### src/rtl/tcs_pkg.sv
// Package: shared encodings for the trap cause selector.
// Assumes privilege values 0, 1 and 3 only; class codes 10..15 are unimplemented.
package tcs_pkg;

    localparam int CTR_NUM   = 32;
    localparam int CAUSE_W   = 5;

    typedef enum logic [3:0] {
        IC_PLAIN  = 4'd0,
        IC_UNIMPL = 4'd1,
        IC_ECALL  = 4'd2,
        IC_WFI    = 4'd3,
        IC_SRET   = 4'd4,
        IC_FENCE  = 4'd5,
        IC_HYPER  = 4'd6,
        IC_CSR    = 4'd7,
        IC_FP     = 4'd8,
        IC_VEC    = 4'd9
    } iclass_e;

    typedef enum logic [2:0] {
        MD_U, MD_HS, MD_M, MD_VU, MD_VS
    } mode_e;

    localparam logic [CAUSE_W-1:0] CS_NONE      = 5'd0;
    localparam logic [CAUSE_W-1:0] CS_ILLEGAL   = 5'd2;
    localparam logic [CAUSE_W-1:0] CS_ECALL_U   = 5'd8;
    localparam logic [CAUSE_W-1:0] CS_ECALL_HS  = 5'd9;
    localparam logic [CAUSE_W-1:0] CS_ECALL_VS  = 5'd10;
    localparam logic [CAUSE_W-1:0] CS_ECALL_M   = 5'd11;
    localparam logic [CAUSE_W-1:0] CS_IPF       = 5'd12;
    localparam logic [CAUSE_W-1:0] CS_LPF       = 5'd13;
    localparam logic [CAUSE_W-1:0] CS_SPF       = 5'd15;
    localparam logic [CAUSE_W-1:0] CS_IGPF      = 5'd20;
    localparam logic [CAUSE_W-1:0] CS_LGPF      = 5'd21;
    localparam logic [CAUSE_W-1:0] CS_VIRT      = 5'd22;
    localparam logic [CAUSE_W-1:0] CS_SGPF      = 5'd23;

    // Decoded properties of one CSR number.
    typedef struct packed {
        logic       known;
        logic       read_only;
        logic       is_ctr;
        logic       is_fp;
        logic       is_satp;
        logic [1:0] lvl;
    } csr_info_t;

endpackage

### src/rtl/tcs_csr_decode.sv
// Module: tcs_csr_decode
// Classifies a CSR number: implemented or not, read-only, counter (with its
// mask index), FP CSR, address-translation CSR, and required privilege level.
// Assumes counters form one aligned block of NUM_CTR numbers per half.
module tcs_csr_decode
    import tcs_pkg::*;
#(
    parameter int XLEN    = 32,
    parameter int NUM_CTR = CTR_NUM
) (
    input  logic [11:0]                  csr_num,
    output csr_info_t                    info,
    output logic [$clog2(NUM_CTR)-1:0]   ctr_idx
);
    localparam int          IDX_W    = $clog2(NUM_CTR);
    localparam logic [11:0] LO_BASE  = 12'hC00;
    localparam logic [11:0] HI_BASE  = 12'hC80;
    localparam logic [11:0] SATP_NUM = 12'h180;
    localparam logic        HAS_HIGH = (XLEN == 32);

    logic lo_ctr;
    logic hi_ctr;
    logic fp_csr;

    // Decode the number into its class bits.
    always_comb begin
        lo_ctr         = (csr_num >> IDX_W) == (LO_BASE >> IDX_W);
        hi_ctr         = ((csr_num >> IDX_W) == (HI_BASE >> IDX_W)) & HAS_HIGH;
        fp_csr         = (csr_num >= 12'h001) && (csr_num <= 12'h003);
        info.lvl       = csr_num[9:8];
        info.is_ctr    = lo_ctr | hi_ctr;
        info.is_fp     = fp_csr;
        info.is_satp   = (csr_num == SATP_NUM);
        info.read_only = (csr_num[11:10] == 2'b11);
        info.known     = lo_ctr | hi_ctr | fp_csr | (csr_num[9:8] != 2'b00);
        ctr_idx        = csr_num[IDX_W-1:0];
    end

endmodule

### src/rtl/tcs_rule.sv
// Module: tcs_rule
// Applies the legality rules per effective mode and raises either the
// illegal flag or the virtual flag (never both), plus the ecall flag/cause.
// Assumes V is never set with machine privilege; privilege 2 acts as M.
module tcs_rule
    import tcs_pkg::*;
#(
    parameter int NUM_CTR = CTR_NUM
) (
    input  logic                        virt_on,
    input  logic [1:0]                  prv,
    input  logic [3:0]                  iclass,
    input  csr_info_t                   info,
    input  logic [$clog2(NUM_CTR)-1:0]  ctr_idx,
    input  logic                        csr_wr,
    input  logic [NUM_CTR-1:0]          cnt_en_m,
    input  logic [NUM_CTR-1:0]          cnt_en_h,
    input  logic [NUM_CTR-1:0]          cnt_en_s,
    input  logic                        trap_wfi_m,
    input  logic                        trap_vm_m,
    input  logic                        trap_sret_m,
    input  logic                        guest_trap_wfi,
    input  logic                        guest_trap_vm,
    input  logic                        guest_trap_sret,
    input  logic [1:0]                  fp_state_host,
    input  logic [1:0]                  vec_state_host,
    input  logic [1:0]                  fp_state_guest,
    input  logic [1:0]                  vec_state_guest,
    output logic                        ill,
    output logic                        vins,
    output logic                        ecall,
    output logic [CAUSE_W-1:0]          ecall_cause
);
    mode_e mode;
    logic  fp_off;
    logic  vec_off;
    logic  en_m, en_h, en_s;
    logic  guest;

    // Effective mode and the shared state-field checks.
    always_comb begin
        if (prv[1])       mode = MD_M;
        else if (virt_on) mode = prv[0] ? MD_VS : MD_VU;
        else              mode = prv[0] ? MD_HS : MD_U;
        guest   = (mode == MD_VS) || (mode == MD_VU);
        fp_off  = (fp_state_host == 2'b00)  || (guest && fp_state_guest == 2'b00);
        vec_off = (vec_state_host == 2'b00) || (guest && vec_state_guest == 2'b00);
        en_m    = cnt_en_m[ctr_idx];
        en_h    = cnt_en_h[ctr_idx];
        en_s    = cnt_en_s[ctr_idx];
    end

    // Per-class legality: illegal when even HS-mode fails, virtual otherwise.
    always_comb begin
        ill  = 1'b0;
        vins = 1'b0;
        case (iclass)
            IC_PLAIN, IC_ECALL: ;
            IC_WFI: begin
                case (mode)
                    MD_HS:   ill = trap_wfi_m;
                    MD_U:    ill = 1'b1;
                    MD_VS:   begin ill = trap_wfi_m; vins = !trap_wfi_m && guest_trap_wfi; end
                    MD_VU:   begin ill = trap_wfi_m; vins = !trap_wfi_m; end
                    default: ;
                endcase
            end
            IC_SRET: begin
                case (mode)
                    MD_HS:   ill  = trap_sret_m;
                    MD_U:    ill  = 1'b1;
                    MD_VS:   vins = guest_trap_sret;
                    MD_VU:   vins = 1'b1;
                    default: ;
                endcase
            end
            IC_FENCE: begin
                case (mode)
                    MD_HS:   ill  = trap_vm_m;
                    MD_U:    ill  = 1'b1;
                    MD_VS:   vins = guest_trap_vm;
                    MD_VU:   vins = 1'b1;
                    default: ;
                endcase
            end
            IC_HYPER: begin
                ill  = (mode == MD_U);
                vins = guest;
            end
            IC_FP:  ill = fp_off;
            IC_VEC: ill = vec_off;
            IC_CSR: begin
                if (!info.known || (csr_wr && info.read_only)) begin
                    ill = 1'b1;
                end else if (info.is_fp) begin
                    ill = fp_off;
                end else if (info.is_ctr) begin
                    if (mode != MD_M) begin
                        if (!en_m)                           ill  = 1'b1;
                        else if (mode == MD_U && !en_s)      ill  = 1'b1;
                        else if (mode == MD_VS && !en_h)     vins = 1'b1;
                        else if (mode == MD_VU && !(en_h && en_s)) vins = 1'b1;
                    end
                end else begin
                    case (info.lvl)
                        2'b11: ill = (mode != MD_M);
                        2'b10: begin
                            ill  = (mode == MD_U);
                            vins = guest;
                        end
                        2'b01: begin
                            case (mode)
                                MD_U:    ill  = 1'b1;
                                MD_VU:   vins = 1'b1;
                                MD_HS:   ill  = info.is_satp && trap_vm_m;
                                MD_VS:   vins = info.is_satp && guest_trap_vm;
                                default: ;
                            endcase
                        end
                        default: ;
                    endcase
                end
            end
            default: ill = 1'b1;
        endcase
    end

    // Environment call cause by originating mode.
    always_comb begin
        ecall = (iclass == IC_ECALL);
        case (mode)
            MD_M:    ecall_cause = CS_ECALL_M;
            MD_HS:   ecall_cause = CS_ECALL_HS;
            MD_VS:   ecall_cause = CS_ECALL_VS;
            default: ecall_cause = CS_ECALL_U;
        endcase
    end

endmodule

### src/rtl/tcs_prio.sv
// Module: tcs_prio
// Picks the single winning cause from the fault flags and the rule outputs.
// Order: fetch PF, fetch GPF, illegal, virtual, ecall, load PF, load GPF,
// store PF, store GPF. Assumes the rule outputs are mutually exclusive.
module tcs_prio
    import tcs_pkg::*;
(
    input  logic               req_valid,
    input  logic               ifetch_pf,
    input  logic               ifetch_gpf,
    input  logic               ill,
    input  logic               vins,
    input  logic               ecall,
    input  logic [CAUSE_W-1:0] ecall_cause,
    input  logic               ld_pf,
    input  logic               ld_gpf,
    input  logic               st_pf,
    input  logic               st_gpf,
    output logic               hit,
    output logic [CAUSE_W-1:0] cause
);
    // Fixed-priority selection of the cause code.
    always_comb begin
        if (!req_valid)      cause = CS_NONE;
        else if (ifetch_pf)  cause = CS_IPF;
        else if (ifetch_gpf) cause = CS_IGPF;
        else if (ill)        cause = CS_ILLEGAL;
        else if (vins)       cause = CS_VIRT;
        else if (ecall)      cause = ecall_cause;
        else if (ld_pf)      cause = CS_LPF;
        else if (ld_gpf)     cause = CS_LGPF;
        else if (st_pf)      cause = CS_SPF;
        else if (st_gpf)     cause = CS_SGPF;
        else                 cause = CS_NONE;
        hit = (cause != CS_NONE);
    end

endmodule

### src/rtl/trap_cause_sel.sv
// Module: trap_cause_sel (top)
// Classifies the presented instruction into a trap cause and registers the
// result for one cycle. Assumes inputs are stable around the rising edge.
module trap_cause_sel
    import tcs_pkg::*;
#(
    parameter int XLEN    = 32,
    parameter int NUM_CTR = CTR_NUM
) (
    input  logic               clk,
    input  logic               rst_n,
    input  logic               req_valid,
    input  logic               virt_on,
    input  logic [1:0]         prv,
    input  logic [3:0]         iclass,
    input  logic [11:0]        csr_num,
    input  logic               csr_wr,
    input  logic [NUM_CTR-1:0] cnt_en_m,
    input  logic [NUM_CTR-1:0] cnt_en_h,
    input  logic [NUM_CTR-1:0] cnt_en_s,
    input  logic               trap_wfi_m,
    input  logic               trap_vm_m,
    input  logic               trap_sret_m,
    input  logic               guest_trap_wfi,
    input  logic               guest_trap_vm,
    input  logic               guest_trap_sret,
    input  logic [1:0]         fp_state_host,
    input  logic [1:0]         vec_state_host,
    input  logic [1:0]         fp_state_guest,
    input  logic [1:0]         vec_state_guest,
    input  logic               ifetch_pf,
    input  logic               ifetch_gpf,
    input  logic               ld_pf,
    input  logic               ld_gpf,
    input  logic               st_pf,
    input  logic               st_gpf,
    output logic               trap_valid,
    output logic [4:0]         trap_cause
);
    localparam int IDX_W = $clog2(NUM_CTR);

    csr_info_t            info;
    logic [IDX_W-1:0]     ctr_idx;
    logic                 ill, vins, ecall, hit;
    logic [CAUSE_W-1:0]   ecall_cause, cause;

    tcs_csr_decode #(.XLEN(XLEN), .NUM_CTR(NUM_CTR)) dec_i (
        .csr_num (csr_num),
        .info    (info),
        .ctr_idx (ctr_idx)
    );

    tcs_rule #(.NUM_CTR(NUM_CTR)) rule_i (
        .virt_on         (virt_on),
        .prv             (prv),
        .iclass          (iclass),
        .info            (info),
        .ctr_idx         (ctr_idx),
        .csr_wr          (csr_wr),
        .cnt_en_m        (cnt_en_m),
        .cnt_en_h        (cnt_en_h),
        .cnt_en_s        (cnt_en_s),
        .trap_wfi_m      (trap_wfi_m),
        .trap_vm_m       (trap_vm_m),
        .trap_sret_m     (trap_sret_m),
        .guest_trap_wfi  (guest_trap_wfi),
        .guest_trap_vm   (guest_trap_vm),
        .guest_trap_sret (guest_trap_sret),
        .fp_state_host   (fp_state_host),
        .vec_state_host  (vec_state_host),
        .fp_state_guest  (fp_state_guest),
        .vec_state_guest (vec_state_guest),
        .ill             (ill),
        .vins            (vins),
        .ecall           (ecall),
        .ecall_cause     (ecall_cause)
    );

    tcs_prio prio_i (
        .req_valid   (req_valid),
        .ifetch_pf   (ifetch_pf),
        .ifetch_gpf  (ifetch_gpf),
        .ill         (ill),
        .vins        (vins),
        .ecall       (ecall),
        .ecall_cause (ecall_cause),
        .ld_pf       (ld_pf),
        .ld_gpf      (ld_gpf),
        .st_pf       (st_pf),
        .st_gpf      (st_gpf),
        .hit         (hit),
        .cause       (cause)
    );

    // Output register with synchronous active-low reset.
    always_ff @(posedge clk) begin
        if (!rst_n) begin
            trap_valid <= 1'b0;
            trap_cause <= '0;
        end else begin
            trap_valid <= hit;
            trap_cause <= cause;
        end
    end

endmodule

### config.mk
export PLATFORM = sky130hd
export DESIGN_NAME = trap_cause_sel
export DESIGN_NICKNAME = d
export VERILOG_FILES = /design/src/rtl/tcs_pkg.sv /design/src/rtl/tcs_csr_decode.sv /design/src/rtl/tcs_rule.sv /design/src/rtl/tcs_prio.sv /design/src/rtl/trap_cause_sel.sv
export SDC_FILE = /design/constraint.sdc
export NUM_CORES = 1
export LEC_CHECK = 0
export BUFFER_PORTS_ARGS = -buffer_cell sky130_fd_sc_hd__buf_2
export CORE_ASPECT_RATIO = 1.5
export CORE_MARGIN = 2
export CORE_UTILIZATION = 44
export CTS_CLUSTER_DIAMETER = 200
export DETAILED_ROUTE_END_ITERATION = 10
export PLACE_DENSITY = 0.88
export SYNTH_ARGS = -nofsm -noshare
export SYNTH_HDL_FRONTEND = slang
export SYNTH_SLANG_ARGS = --single-unit
### constraint.sdc
create_clock -name clk -period 4.21 [get_ports clk]
set_input_delay 0.2105 -clock clk [delete_from_list [all_inputs] [get_ports clk]]
set_output_delay 0.2105 -clock clk [all_outputs]
set_load 0.03 [all_outputs]
# Word level (Yosys, flattened, before mapping)
# Index checks and enable logic that the tools add are counted.
# W data, S select, Z words.
dict set report totals {
  output_inout_bits 6
  ff_bits 6
  input_bits 139
  elab_cells 105
}
dict set report op_classes {
  muxes 47
  eq_ne 20
  n_reduce_logical 30
  bitwise_logic 3
  magnitude_cmp 3
}
# operator count
set ops {}
lappend ops {{$mux W5} 10}
lappend ops {{$mux W1} 18}
lappend ops {{$pmux W1 S2} 9}
lappend ops {{$eq A4 B3 Y1 const B} 4}
lappend ops {{$bmux W1 S5} 3}
lappend ops {{$eq A7 B7 Y1 const B} 2}
lappend ops {{$eq A12 B9 Y1 const B} 1}
lappend ops {{$ge A12 B1 Y1 const B} 1}
lappend ops {{$le A12 B2 Y1 const B} 1}
lappend ops {{$logic_and A1 B1 Y1} 11}
lappend ops {{$mux W3} 3}
lappend ops {{$eq A4 B2 Y1 const B} 2}
lappend ops {{$eq A4 B4 Y1 const B} 2}
lappend ops {{$logic_not A2 Y1} 4}
lappend ops {{$pmux W1 S8} 1}
lappend ops {{$eq A2 B2 Y1 const B} 3}
lappend ops {{$eq A3 B2 Y1 const B} 2}
lappend ops {{$lt A5 B6 Y1 const B} 1}
lappend ops {{$pmux W2 S3} 1}
lappend ops {{$logic_not A1 Y1} 5}
lappend ops {{$pmux W1 S5} 1}
lappend ops {{$reduce_bool A5 Y1} 1}
lappend ops {{$logic_not A4 Y1} 1}
lappend ops {{$logic_or A1 B1 Y1} 4}
lappend ops {{other kinds (10)} 12}

# Longest topological paths before layout
# Gate-level depths: netlist of run 1.
dict set report logic_depth {
  word_depth 20
  ltp_mapped 10
  mapped_depth_nobuf 9
}

# Hierarchy
# A second synthesis of run 1 with hierarchy kept.
dict set report hier_totals {
  hier_cells 243
  hier_area_um2 2067.0
}
# module instances cells_per_inst area_per_inst_um2
set by_module_without_submodules {}
lappend by_module_without_submodules {tcs_rule 1 179 1545.2}
lappend by_module_without_submodules {tcs_prio 1 30 226.5}
lappend by_module_without_submodules {trap_cause_sel 1 12 157.7}
lappend by_module_without_submodules {tcs_csr_decode 1 22 137.6}

# Worst setup path after synthesis of run 1
# OpenSTA, ideal clock, no wires.
dict set report synth_timing {
  path_type {input -> register}
  startpoint {in prv[0]}
  endpoint {reg trap_cause[2]}
  n_path_buf 1
  path_stages 9
  t_required_ps 4124
  arrival_time_ps 2197
  setup_slack_ps 1926
  cell_sequence {inv_1 > ha_1 > clkbuf_1 > nor4b_1 > o2111ai_1 > a311oi_1 > nand3_1 > o21a_1 > a221oi_2}
}
dict set report synth_between {
  elab_chain_len 19
  elab_cells_between_ends 49
}
# element line
set synth_lines {}
lappend synth_lines {{start, declared} trap_cause_sel.sv:14} ;# input logic [1:0] prv,
lappend synth_lines {{$mux W1 or $mux W3 (tied branches)} {tcs_rule.sv:44, tcs_rule.sv:43}}
lappend synth_lines {{$mux W3 (*)} tcs_rule.sv:43} ;# else if (virt_on) mode = prv[0] ? MD_VS : MD_VU;
lappend synth_lines {{$mux W3 (*)} tcs_rule.sv:42} ;# if (prv[1]) mode = MD_M;
lappend synth_lines {{$eq A3 B2 Y1} -}
lappend synth_lines {{$logic_and A1 B1 Y1} tcs_rule.sv:102} ;# else if (mode == MD_VU && !(en_h && en_s)) vins = 1'b1;
lappend synth_lines {{$mux W1} tcs_rule.sv:102}
lappend synth_lines {{$mux W1} tcs_rule.sv:101} ;# else if (mode == MD_VS && !en_h) vins = 1'b1;
lappend synth_lines {{$mux W1} tcs_rule.sv:100} ;# else if (mode == MD_U && !en_s) ill = 1'b1;
lappend synth_lines {{[3 not listed]} -}
lappend synth_lines {{$mux W1} tcs_rule.sv:95} ;# end else if (info.is_fp) begin
lappend synth_lines {{$mux W1} tcs_rule.sv:93} ;# if (!info.known || (csr_wr && info.read_only)) begin
lappend synth_lines {{$pmux W1 S5} tcs_rule.sv:57} ;# case (iclass)
lappend synth_lines {{$mux W5} tcs_prio.sv:28} ;# else if (vins) cause = CS_VIRT;
lappend synth_lines {{$mux W5 (*)} tcs_prio.sv:27} ;# else if (ill) cause = CS_ILLEGAL;
lappend synth_lines {{$mux W5 (*)} tcs_prio.sv:26} ;# else if (ifetch_gpf) cause = CS_IGPF;
lappend synth_lines {{$mux W5 (*)} tcs_prio.sv:25} ;# else if (ifetch_pf) cause = CS_IPF;
lappend synth_lines {{$mux W5 (*)} tcs_prio.sv:24} ;# if (!req_valid) cause = CS_NONE;
lappend synth_lines {{end signal, assigned} trap_cause_sel.sv:102} ;# trap_cause <= cause;
lappend synth_lines {{end, declared} trap_cause_sel.sv:38} ;# output logic [4:0] trap_cause
# Mark *: on every way between the ends. The rest lies on a longest branch, timed or not.
# A chain may end at the register's enable or synchronous reset.

# Final worst setup path of run 1
dict set report layout_timing {
  startpoint {in csr_num[0]}
  endpoint {reg trap_cause[4]}
}
dict set report layout_between {
  elab_chain_len 19
  elab_cells_between_ends 48
}
# element line
set layout_lines {}
lappend layout_lines {{start, declared} trap_cause_sel.sv:16} ;# input logic [11:0] csr_num,
lappend layout_lines {{$bmux W1 S5 (on tied branches)} {tcs_rule.sv:49, tcs_rule.sv:50}}
lappend layout_lines {{$mux W1 (on tied branches)} {tcs_rule.sv:49, tcs_rule.sv:50}}
lappend layout_lines {{$logic_and A1 B1 Y1} tcs_rule.sv:102}
lappend layout_lines {{$logic_not A1 Y1} tcs_rule.sv:102}
lappend layout_lines {{$logic_and A1 B1 Y1} tcs_rule.sv:102}
lappend layout_lines {{$mux W1} tcs_rule.sv:102}
lappend layout_lines {{$mux W1} tcs_rule.sv:101}
lappend layout_lines {{$mux W1} tcs_rule.sv:100}
lappend layout_lines {{[3 not listed]} -}
lappend layout_lines {{$mux W1} tcs_rule.sv:95}
lappend layout_lines {{$mux W1} tcs_rule.sv:93}
lappend layout_lines {{$pmux W1 S5} tcs_rule.sv:57}
lappend layout_lines {{$mux W5} tcs_prio.sv:28}
lappend layout_lines {{$mux W5 (*)} tcs_prio.sv:27}
lappend layout_lines {{$mux W5 (*)} tcs_prio.sv:26}
lappend layout_lines {{$mux W5 (*)} tcs_prio.sv:25}
lappend layout_lines {{$mux W5 (*)} tcs_prio.sv:24}
# Mark *: on every way between the ends. The rest lies on a longest branch, timed or not. The select of a mux whose other input is x is not followed.

==> results of run 1 <==
-- through the flow --
| step | area (sq um) | std cells |
|---|---|---|
| floorplan | 1830 | 214 |
| global placement | 2510 | 390 |
| detailed placement | 2510 | 390 |
| CTS | 2550 | 393 |
| global route | 2550 | 393 |
| finish | 2550 | 393 |
-- state kept, by name, summed over array words and instances, names as in the netlist --
name        cells
trap_cause      5
trap_valid      1
-- worst paths after layout --
path,startpoint,to,slack [ps],depth (start not counted)
worst max-delay path,csr_num[0],trap_cause[4],1460,8
worst min-delay path,req_valid,trap_cause[3],260,3
-- metal layers --
| metal | vias to the layer above | global-route usage | share of wire |
|---|---|---|---|
| li1 | 1120 | - | - |
| met1 | 1004 | 0.265 | 0.35 |
| met2 | 108 | 0.512 | 0.56 |
| met3 | 18 | 0.0249 | 0.062 |
| met4 | 0 | 0.0974 | 0.034 |
| met5 | - | 0 | 0 |
-- power by group --
part | switching [uW] | internal (uW) | leakage [uW]
logic | 102 | 115 | 0.00115
registers | 0.454 | 59.6 | 0.0000492
clock network | 23.1 | 61.3 | 0.0000216
-- cell type report --
type | instances | share of cell area
Clock buffer | 3 | 0.0162
Inverter | 10 | 0.0147
Multi-Input combinational cell | 185 | 0.617
Sequential cell | 6 | 0.0471
Tap cell | 45 | 0.0221
Timing Repair Buffer | 144 | 0.282
-- kinds of logic (layout without fill, tap and decap cells) --
group | count (synthesis) | count (layout) | synth area share
compound gates | 53 | 53 | 0.218
buf+inv | 23 | 157 | 0.0745
mux | 36 | 36 | 0.320
xor+xnor | 1 | 1 | 0.00478
simple gates | 87 | 87 | 0.264
fa+ha+maj | 8 | 8 | 0.0533
flops | 6 | 6 | 0.0656
-- cell usage in the layout, fill, tap and decap left out, drive strengths merged, types with 6 or more instances in the layout --
cell and n:
buf 144, mux4 17, inv 10, ha 7, nor2 17, nor3 11
dfxtp 6, nor2b 10, mux2i 17, a22oi 10, nand3 7, a21oi 10
o21ai 8, nand2 11
-- tightest hold or removal path, cell delays in order --
cell	delay, ps
buf_2	90
nand3_1	70
o31ai_1	70
==> flow_results.org, run 1 <==
** Run status
- The run finished with clean final reports.

** Critical path
- Required time reported for the critical path endpoint :: 4320 ps
- CP delay by family, top :: multiplexers
- Count of buffer and inverter cells on the critical path :: 1
- Worst endpoint data arrival time :: 2850 ps
- CP peak stage delay :: 700 ps
- STA classifies the critical path startpoint as a primary input.
- List of cells traversed by the critical path :: buf_2, mux4_1, mux4_2, o22ai_1, a21oi_1, o22ai_2, nor2_1, o221a_1
- Critical path fanouts, max :: 34
- The worst setup path is captured at a register.
- Master of the slowest instance on the critical path :: buf_2
- The setup path with the least slack is of type in -> reg.

** Global routing
- Total global-route track usage :: 0.258
- Final global-route overflow total :: 0
- Entering global routing, the biggest net connects 35 pins.
- First-pass GRT wire length :: 9950 um
- Vias in the first global route :: 2360
- Antenna violations before repair :: 0

** Route
- Detailed Route Iter0 Violations :: 55
- Routed length per placed instance :: 15.6 um
- Dividing the detail-routed via count by the number of cells gives 5.73.
- Post-route antenna net violation count :: 0
- After detailed routing, the total wire length is 6140 um.
- Total number of vias :: 2250
- DRC violations left :: 0
- For this run, the detailed router's first-pass iteration total came to 4.

** STA
- Slew of the pin with the lowest slew margin :: 935 ps
- Setup repair after global routing missed its margin :: no
- The tightest hold path in the finished design has a slack of 264 ps.
- Maximum frequency from static timing analysis :: 0.364 GHz
- The number of max-slew violations in the final report came to 0.
- Shortest clock period the worst path allows after layout :: 2750 ps
- Dividing the final minimum period by the clock period gives 0.652.
- Setup violations remaining at the end of the flow were counted as 0.
- Adding up every negative setup slack in the final design gives 0 ps.
- Final hold viol count :: 0
- Max transition margin :: 0.376
- Min setup slack post-route :: 1460 ps

** Final layout
- Post-layout nets :: 496
- In the final layout, the share of cells above drive strength 1 is 0.486.
- Sequential standard cell area :: 120 sq um
- Signed area change from the synthesized netlist to the final layout :: 39.3%
- Antenna diodes :: 0
- The filler cells instantiated in the layout total 365.
- At the end of the flow the core is filled with cells to 0.644.
- The multi-input combinational cells in the finished layout cover a total of 1580 sq um.

** Synth
- In this run, synthesis produced a sequential element count of 6.
- Avg Cell Area, Syn :: 8.56 sq um
- Most area-consuming cells after synthesis :: mux4_2 (17%), mux2i_1 (9.3%), dfxtp_1 (6.6%)
- Of the post-synthesis cell area, the dominant cell type holds 0.172.
- Counting flops with a built-in enable in the synthesized netlist gives 0.
- Of the synthesized area, sequential elements account for 0.0656.
- Ys flop type :: dfxtp_1
- Leading area contributor after synthesis :: mux4_2
- Number of nets produced by synthesis :: 360
- Share of synthesized flip-flops with an asynchronous set or reset :: 0
- In this run the cell area of the synthesized design comes to 1830 sq um.
- In this run, distinct cell masters in the synthesized netlist total 54.
- By count the netlist is led by mux2i_1 (17), nor2_1 (17), mux4_2 (14), nand2_1 (11), nor3_1 (11).
- Yosys printed 0 warnings.
- Synthesized netlist cell count :: 214

** Clock tree
- Clock tree sinks :: 6
- In this run, CTS created clock tree buffers numbering 3.
- Clock tree from TritonCTS :: built
- Clock tree synthesis selected as its root buffer the cell clkbuf_8.
- The number of gates resized after CTS was 0.
- In this run, post-CTS hold repair placed 0 buffers.
- In this run the number of H-tree levels came out at 1.
- In this run the post-CTS setup repair buffer count came out at 0.
- Clk slew on worst S/H paths :: 40 ps
- Counting along the longest clock path gives a buffer depth of 2.

** Placement
- Timing analysis after detailed placement gives a worst setup slack of 1200 ps.
- Routability cong. :: 0.915
- During placement, the flow inserted port buffers numbering 144.
- Summed over all nets, the half-perimeter wirelength after detailed placement is 5340 um.

** Floorplan
- Top-Level Pins :: 145
- The die is 83.0 um tall.
- Floorplan Core Area :: 3960 sq um
- Die outline width :: 56.7 um
- The floorplan has 28 rows.
- Initial Utilization :: 0.463
- The floorplan step defined a die boundary enclosing 4710 sq um.

** Pwr
- For this design the static power due to leakage is 0.00123 uW.
- The design draws 361 uW.
- Total power divided by cell area :: 142 nW/um^2
- Across the VDD grid, the largest voltage drop is 182 uV.

** Hold path
- Tightest Hold Check Type :: in -> reg

** Job
- Max Cap Viol :: 0
Power figures use the tool's default switching activity.
==> run 2: changes to the inputs <==
CORE_UTILIZATION = 37   (was 44)
PLACE_DENSITY = 0.79   (was 0.88)
clock period = 2.2 ns   (was 4.21 ns; I/O delays follow)
==> run 2 against run 1 <==
Against the previous run:
- sequential share of layout area decreased by 0.45 points
- largest cell class unchanged
- cell count increased by 13%
- non-clock buffer count increased by 29
- via count increased by 5.2%
- setup slack got worse by 1300 ps
- first-iteration DRC count increased by 22%
- utilization decreased by 5.8 points
- clock power increased by 86%
- count of clock-buffer cells in the layout unchanged
==> flow_results.org, run 2 (same netlist as run 1, synthesis figures left out) <==
** Global routing
- Total global-route track usage :: 0.235 (was 0.258)
- Final global-route overflow total :: 0 (unchanged)
- Antenna violations before repair :: 0 (unchanged)
- First-pass GRT wire length :: 10400 um (was 9950 um)
- The maximum number of pins on one net before global-route repair is 17 (was 35).
- The via count of the first global-routing pass was 2494 (was 2360).

** Critical path
- Crit start category :: primary input (unchanged)
- The slowest cell on the critical path was a211oi_1 (was buf_2).
- List of cells traversed by the critical path: buf_2, buf_12, buf_4, mux2i_1, a22oi_1, a211oi_1, a2111oi_4, o221a_1, o21a_1, a221oi_2 (was buf_2, mux4_1, mux4_2, o22ai_1, a21oi_1, o22ai_2, nor2_1, o221a_1).
- The critical path capture point type was a register (unchanged).
- The longest individual stage delay on the worst path is 400 ps (was 700 ps).
- Kind of critical path :: in -> reg (unchanged)
- The top fanout value on the critical path is 16 (was 34).
- Required time reported for the critical path endpoint :: 2330 ps (was 4320 ps)
- The arrival time of the worst setup path came to 2190 ps (was 2850 ps).

** STA
- The pin slew with the least headroom to its limit is 405 ps (was 935 ps).
- Final hold viol count :: 0 (unchanged)
- Of the available clock period, the critical path in the final layout requires 0.938.
- Setup repair after global routing missed its margin: no (unchanged).
- Worst hold margin :: 147 ps (was 264 ps)
- The worst-case setup margin in the final layout is 137 ps (was 1460 ps).
- Max transition margin :: 0.728 (was 0.376)
- Timing would allow up to 0.485 GHz.
- Final slew viol count :: 0 (unchanged)
- The total of endpoints with negative setup slack in the final report is 0 (unchanged).
- The worst path needs 2060 ps of the cycle, external delays included.

** Clock tree
- The H-tree depth reported by CTS is 1 (unchanged).
- Clk slew on worst S/H paths :: 30 ps (was 40 ps)
- Post-CTS setup buffer count :: 0 (unchanged)
- The TritonCTS clock tree is built (unchanged).
- Clock root cell :: clkbuf_8 (unchanged)
- Maximum clock insertion buffer count :: 2 (unchanged)
- Clock tree sinks :: 6 (unchanged)
- Post-CTS Hold Fix Bufs :: 0 (unchanged)
- The number of clock buffers inserted by TritonCTS is 3 (unchanged).

** Run status
- Run status :: finished clean (unchanged)

** Route
- The final wirelength came to 6660 um (was 6140 um).
- The number of detailed-route iterations in the first pass came to 4 (unchanged).
- The DRC marker count from the first detailed-route iteration came to 67 (was 55).
- DRC violations left :: 0 (unchanged)
- Routed length per placed instance :: 15.0 um (was 15.6 um)
- The routed via count divided by cell count was 5.35 (was 5.73).
- The via count of the routed design came to 2368 (was 2250).
- The remaining antenna violation count is 0 (unchanged).

** Floorplan
- Top-Level Pins :: 145 (unchanged)
- # rows :: 31 (was 28)
- Initial Utilization :: 0.381 (was 0.463)
- The die width is 61.5 um (was 56.7 um).
- The overall die area is 5540 sq um (was 4710 sq um).
- Floorplan Core Area :: 4810 sq um (was 3960 sq um)
- Die Span Y :: 90.2 um (was 83.0 um)

** Final layout
- Final Non-Filler Cells :: 443 (was 393)
- The flip-flop count of the largest register, all copies and words added was 5 (unchanged).
- Commonest non-fill, non-tap cell in the layout :: buf_2 (unchanged)
- Antenna diodes :: 0 (unchanged)
- The ratio of cells with drive above 1 in the final layout came to 0.531 (was 0.486).
- Top library cells by usage in the layout, fill and taps aside: buf_2 (144), buf_4 (28), nor2_1 (17), mux2i_1 (17), mux4_2 (14) (was buf_2 (144), nor2_1 (17), mux2i_1 (17)).
- Signed area change from the synthesized netlist to the final layout :: 54.0% (was 39.3%)
- The register bank with the most flops was trap_cause (unchanged).
- The final standard cell utilization of the core was 0.586 (was 0.644).
- Top Registers: trap_cause x5, trap_valid x1 (unchanged).
- Filler Cells Inserted :: 494 (was 365)
- Post-layout nets :: 525 (was 496)

** Placement
- Port-buffer cells :: 144 (unchanged)
- Routability cong. :: 0.883 (was 0.915)
- Worst setup slack before clock tree synthesis :: -106 ps (was 1200 ps)
- Count of placed standard cells including taps :: 440 (was 390)
- The HPWL after detailed placement was 5940 um (was 5340 um).

** Pwr
- The worst supply voltage drop on vdd was 163 uV (was 182 uV).
- Static leakage :: 0.00138 uW (was 0.00123 uW)
- The total power density per cell area came to 259 nW/um^2 (was 142 nW/um^2).

** Job
- The number of max-capacitance violations reported came to 0 (unchanged).

** Hold path
- The class of the worst hold path is in -> reg (unchanged).
- The worst hold path depth came to 3 (unchanged).
run 2: cell count changes in the layout (fill, tap and decap cells not counted), sizes merged:
cell  previous run  this run
buf            144       173
run 2: what timing repair did:
action,4_1_cts,5_1_grt
endpoints found under the hold margin,0,0
endpoints found under the setup margin,0,6
resized for setup,0,2
run 2: metal layers:
layer	GRT usage	part of all wire	vias up	wire, um
li1	-	-	1176	-
met1	0.249	0.35	1072	2330
met2	0.465	0.58	106	3860
met3	0.0158	0.052	14	348
met4	0.0567	0.019	0	127
met5	0	0	-	0
run 2: critical path: cells and delay by family:
family | cells | cell delay [ps]
mux | 1 | 210
compound gates | 6 | 1310
buf+inv | 3 | 550
run 2: where the power goes:
group,total [uW],switching (uW),internal [uW]
clock network,157,40.4,117
registers,115,0.768,114
logic,458,205,253
run 2: final timing paths:
check	endpoint	start	slack, ps
worst max-delay path	trap_cause[2]	csr_num[0]	140
worst min-delay path	trap_cause[3]	req_valid	150
run 2: layout make-up:
class                   count  area, sq um  area share
clock buffers               3         41.3      0.0146
inverters                  10         37.5      0.0133
multi-input cells         185         1590       0.563
flip-flops and latches      6          120      0.0426
well taps                  66         82.6      0.0293
repair buffers            173          951       0.337
run 2: per-stage QoR:
stage	setup TNS, ps	instance area [sq um]	power, uW
after floorplan	0	1830	366
after global placement	-34.1	2770	560
after detailed placement	-435	2770	570
after CTS	0	2810	730
after global routing	0	2820	780
final	0	2820	730
